File: src/rtl/ubt_pkg.sv
package ubt_pkg;
  typedef enum logic [1:0] {
    MODE_PASS    = 2'd0,
    MODE_HOLD    = 2'd1,
    MODE_CAPTURE = 2'd2
  } ubt_mode_e;
endpackage

File: src/rtl/ubt_fall_det.sv
module ubt_fall_det (
  input  logic clk,
  input  logic rst_n,
  input  logic stb_i,
  output logic fall_o
);
  logic stb_q;
  logic stb_d;

  always_comb begin
    stb_d = stb_i;
  end

  always_ff @(posedge clk or negedge rst_n) begin
    if (!rst_n) stb_q <= 1'b0;
    else        stb_q <= stb_d;
  end

  assign fall_o = stb_q & ~stb_i;
endmodule

File: src/rtl/ubt_store.sv
module ubt_store
  import ubt_pkg::*;
#(
  parameter int WIDTH = 18
) (
  input  logic             clk,
  input  logic             rst_n,
  input  logic [WIDTH-1:0] src_i,
  input  logic             le_i,
  input  logic             fall_i,
  output logic [WIDTH-1:0] q_o
);
  ubt_mode_e        mode;
  logic             load_en;
  logic [WIDTH-1:0] q_d;
  logic [WIDTH-1:0] q_r;

  always_comb begin
    if (le_i)        mode = MODE_PASS;
    else if (fall_i) mode = MODE_CAPTURE;
    else             mode = MODE_HOLD;
  end

  always_comb begin
    load_en = 1'b0;
    q_d     = q_r;
    unique case (mode)
      MODE_PASS, MODE_CAPTURE: begin
        load_en = 1'b1;
        q_d     = src_i;
      end
      default: begin
        load_en = 1'b0;
        q_d     = q_r;
      end
    endcase
  end

  always_ff @(posedge clk or negedge rst_n) begin
    if (!rst_n)       q_r <= '0;
    else if (load_en) q_r <= q_d;
  end

  assign q_o = q_r;


  pass_follow_chk: assert property (@(posedge clk) disable iff (!rst_n)
    le_i |=> (q_o == $past(src_i)));


  steady_hold_chk: assert property (@(posedge clk) disable iff (!rst_n)
    (!le_i && !fall_i) |=> $stable(q_o));


  fall_capture_chk: assert property (@(posedge clk) disable iff (!rst_n)
    (!le_i && fall_i) |=> (q_o == $past(src_i)));
endmodule

File: src/rtl/ubt_lane.sv
module ubt_lane #(
  parameter int WIDTH  = 18,
  parameter bit OE_LOW = 1'b0
) (
  input  logic             clk,
  input  logic             rst_n,
  input  logic [WIDTH-1:0] src_i,
  input  logic             le_i,
  input  logic             stb_i,
  input  logic             oe_i,
  output logic [WIDTH-1:0] q_o,
  output logic             drv_o
);
  logic fall;
  logic oe_act;
  logic drv_d;
  logic drv_q;

  ubt_fall_det u_fall (
    .clk    (clk),
    .rst_n  (rst_n),
    .stb_i  (stb_i),
    .fall_o (fall)
  );

  ubt_store #(.WIDTH(WIDTH)) u_store (
    .clk    (clk),
    .rst_n  (rst_n),
    .src_i  (src_i),
    .le_i   (le_i),
    .fall_i (fall),
    .q_o    (q_o)
  );

  generate
    if (OE_LOW) begin : g_oe_low
      assign oe_act = ~oe_i;
    end else begin : g_oe_high
      assign oe_act = oe_i;
    end
  endgenerate

  always_comb begin
    drv_d = oe_act;
  end

  always_ff @(posedge clk or negedge rst_n) begin
    if (!rst_n) drv_q <= 1'b0;
    else        drv_q <= drv_d;
  end

  assign drv_o = drv_q;
endmodule

File: src/rtl/ubt_xcvr.sv
module ubt_xcvr #(
  parameter int WIDTH = 18
) (
  input  logic             clk,
  input  logic             rst_n,
  input  logic [WIDTH-1:0] a_in,
  input  logic             le_ab,
  input  logic             stb_ab,
  input  logic             oe_ab,
  input  logic [WIDTH-1:0] b_in,
  input  logic             le_ba,
  input  logic             stb_ba,
  input  logic             oe_ba_n,
  output logic [WIDTH-1:0] b_out,
  output logic             b_drv,
  output logic [WIDTH-1:0] a_out,
  output logic             a_drv
);
  ubt_lane #(.WIDTH(WIDTH), .OE_LOW(1'b0)) u_ab (
    .clk   (clk),
    .rst_n (rst_n),
    .src_i (a_in),
    .le_i  (le_ab),
    .stb_i (stb_ab),
    .oe_i  (oe_ab),
    .q_o   (b_out),
    .drv_o (b_drv)
  );

  ubt_lane #(.WIDTH(WIDTH), .OE_LOW(1'b1)) u_ba (
    .clk   (clk),
    .rst_n (rst_n),
    .src_i (b_in),
    .le_i  (le_ba),
    .stb_i (stb_ba),
    .oe_i  (oe_ba_n),
    .q_o   (a_out),
    .drv_o (a_drv)
  );


  b_drive_pol_chk: assert property (@(posedge clk) disable iff (!rst_n)
    !oe_ab |=> !b_drv);


  a_drive_pol_chk: assert property (@(posedge clk) disable iff (!rst_n)
    oe_ba_n |=> !a_drv);


  ba_isolated_chk: assert property (@(posedge clk) disable iff (!rst_n)
    (!le_ba && $stable(stb_ba)) |=> $stable(a_out));
endmodule

File: config.mk
export PLATFORM = sky130hd
export DESIGN_NAME = ubt_xcvr
export DESIGN_NICKNAME = d
export VERILOG_FILES = /design/src/rtl/ubt_pkg.sv /design/src/rtl/ubt_fall_det.sv /design/src/rtl/ubt_store.sv /design/src/rtl/ubt_lane.sv /design/src/rtl/ubt_xcvr.sv
export SDC_FILE = /design/constraint.sdc
export NUM_CORES = 1
export LEC_CHECK = 0
export BUFFER_PORTS_ARGS = -buffer_cell sky130_fd_sc_hd__buf_4
export CAP_MARGIN = 10
export CORE_ASPECT_RATIO = 1.5
export CORE_MARGIN = 1.5
export CORE_UTILIZATION = 44
export CTS_CLUSTER_DIAMETER = 50
export DETAILED_ROUTE_END_ITERATION = 10
export PLACE_DENSITY = 0.84
export SYNTH_ARGS = -nofsm -noshare
export SYNTH_HDL_FRONTEND = slang
export SYNTH_SLANG_ARGS = --single-unit
File: constraint.sdc
create_clock -name clk -period 1.4 [get_ports clk]
set_input_delay 0.14 -clock clk [delete_from_list [all_inputs] [get_ports clk]]
set_output_delay 0.14 -clock clk [all_outputs]
set_load 0.03 [all_outputs]
==> flow_summary.yaml <==
synthesis:
  synth.largest_area_cell: "dfrtp_1"
  async_flop_share_pct: 100
  yosysSeqAreaShare_pct: 63.9
  synth_top_area_share_pct: 63.9
  synth_most_common_cell: "dfrtp_1"
  synth-main-ff-cell: "dfrtp_1"
  ys_warn_count: 0
  ys_ff_latch: 40
  synth_edf_count: 0
  netlist_instances: 83
  synthTopCellsByCount: "dfrtp_1 (40), mux2_4 (20), mux2_2 (16)"
  synth_fp_nets: 127
  synth.avg_cell_area_um2: 18.9
  synth_cell_types: 7
  yosys-top-cells-area: "dfrtp_1 (64%), mux2_4 (19%), mux2_2 (12%)"
  synth_area_um2: 1570
critical_path:
  worstPathRequired_ps: 1560
  criticalPathCategory: "input pin to flip-flop"
  cp.arrival_ps: 1520
  r2r-start: "u_ba.u_fall.stb_q"
  cp-startpoint: "stb_ab"
  critPathMaxFanout: 18
  start_kind: "input pin"
  end_kind: "flip-flop"
place:
  port_buffers: 81
  place_area_um2: 2230
  gp_congestion: 0.653
  dp_hpwl_mm: 2.38
  place_inst: 206
cts:
  cts_tree: "done"
  cts_sinks: 40
  ctsRootBufferMaster: "clkbuf_8"
  ctsLongestPathBuffers: 2
  numCtsBuffers: 5
  htreeDepth: 2
  postCtsSetupRepairBufs: 0
  clock_latency_ps: 280
  clkTransAtPathRegs_ps: 70
timing:
  hold_viol: 0
  holdWs_ps: 89.2
  setup_violations: 0
  max_freq_ghz: 0.739
  post-route-min-period_ps: 1350
  tns_ps: 0
  maxSlewViolCount: 0
  slew-limit-headroom_pct: 67.5
  worst_slew_pin_slew_ps: 488
  skew_ps: 3.82
  period_share_pct: 96.6
  rsz0062_at_grt: "false"
power:
  clkPwrFrac_pct: 26.4
  p_sw_mw: 0.778
  peakVddDrop_mv: 0.777
  internal-power_mw: 2.04
  power_density_nw_per_um2: 1190
  p_leak_nw: 1.18
  power_frac_comb_pct: 26.3
  switching_share_pct: 27.7
  p_seq_share_pct: 47.3
route:
  drcViolationCount: 0
  wl_per_cell_um: 14.9
  viasPerCell: 4.70
  first_pass_iters: 4
  wirelength_mm: 3.26
  vias: 1030
  drtIter0Drc: 13
  ant_nets: 0
final_layout:
  fillers: 253
  area_growth_pct: 51.2
  instances_no_fill: 219
  fin_util_pct: 69.3
  drive_above_1_share_pct: 72.9
  final_area_um2: 2370
  diodes: 0
  nets: 220
status:
  status: "complete, no violations"
floorplan:
  fp-row-count: 26
  start_util_pct: 45.8
  die_h_um: 76.1
  fp.coreArea_um2: 3420
  pin_count: 82
  die-area_um2: 3930
  die-width_um: 51.7
hold_path:
  min_path_type: "input pin to flip-flop"
  hp-start: "a_in[2]"
global_route:
  grt_pass1_vias: 1134
  grt_pass1_wl_mm: 5.25
  grt_usage_pct: 18.2
  grt_max_degree: 41
  antenna_found_initial: 0
  grt-ovfl-total: 0
job:
  cap_violations: 0
-- critical path: stages --
cell and delay, ps:
dlygate4sd3_1 530, buf_4 110, inv_2 40, a21oi_4 150, buf_12 180, mux2_2 350
-- cells by family after synthesis --
| family | synth area share, % |
|---|---|
| AOI/OAI and AO/OA | 2.08 |
| buffers and inverters | 3.28 |
| DFF | 63.9 |
| muxes | 30.7 |
-- flip-flops by register name, indices dropped and copies added, names as in the netlist --
register           count
u_ab.drv_o             1
u_ab.u_fall.stb_q      1
u_ab.u_store.q_o      18
u_ba.drv_o             1
u_ba.u_fall.stb_q      1
u_ba.u_store.q_o      18
-- cell type report --
class	count	area, um^2	share of cell area [%]
Multi-Input combinational cell	38	513	21.7
Clock buffer	8	90.1	3.81
Tap cell	42	52.6	2.22
Timing Repair Buffer	88	698	29.5
Inverter	3	11.3	0.476
Sequential cell	40	1000	42.3
-- path summary, 6_finish.rpt --
path | end | slack [ps] | cells past startpoint
max | u_ab.u_store.q_o[5] | 50 | 6
min | u_ab.u_store.q_o[2] | 90 | 2
max reg2reg | u_ba.u_store.q_o[3] | 200 | 3
min reg2reg | u_ba.u_store.q_o[17] | 510 | 1
max in group asynchronous | u_ab.u_store.q_o[8] | 690 | 2
min in group asynchronous | u_ba.u_store.q_o[16] | 370 | 2
-- per-layer routing --
| layer | vias to the layer above | GRT usage [%] | wire length [um] |
|---|---|---|---|
| met3 | 4 | 3.92 | 195 |
| met5 | - | 0 | 0 |
| met2 | 50 | 32.7 | 1850 |
| met4 | 0 | 7.89 | 23 |
| met1 | 504 | 19.7 | 1200 |
| li1 | 472 | - | - |
-- metrics by stage --
stage	power (mW)	worst slack [ps]
2_1_floorplan	1.76	163
3_3_place_gp	2.06	241
3_5_place_dp	2.09	199
4_1_cts	2.87	57.6
5_1_grt	2.96	10.0
6_report	2.81	47.1
-- timing repair --
action	4_1_cts	5_1_grt
resized for setup	0	0
setup endpoints to repair	0	0
hold buffers	5	0
hold endpoints to repair	44	0
-- power by group through the flow --
stage	sequential, mW	clock [mW]	combinational (mW)
6_report	1.33	0.744	0.739
5_1_grt	1.34	0.841	0.776
4_1_cts	1.33	0.788	0.749
3_5_place_dp	1.35	0	0.734
3_3_place_gp	1.34	0	0.720
2_1_floorplan	1.56	0	0.194
-- layout by cell type, fill, tap and decap left out --
cell,instances
buf_4,81
inv_1,1
inv_2,2
mux2_2,16
dfrtp_1,40
clkbuf_1,2
clkbuf_8,6
a21oi_4,2
mux2_4,20
buf_12,2
dlygate4sd3_1,5
Power figures use the tool's default switching activity.
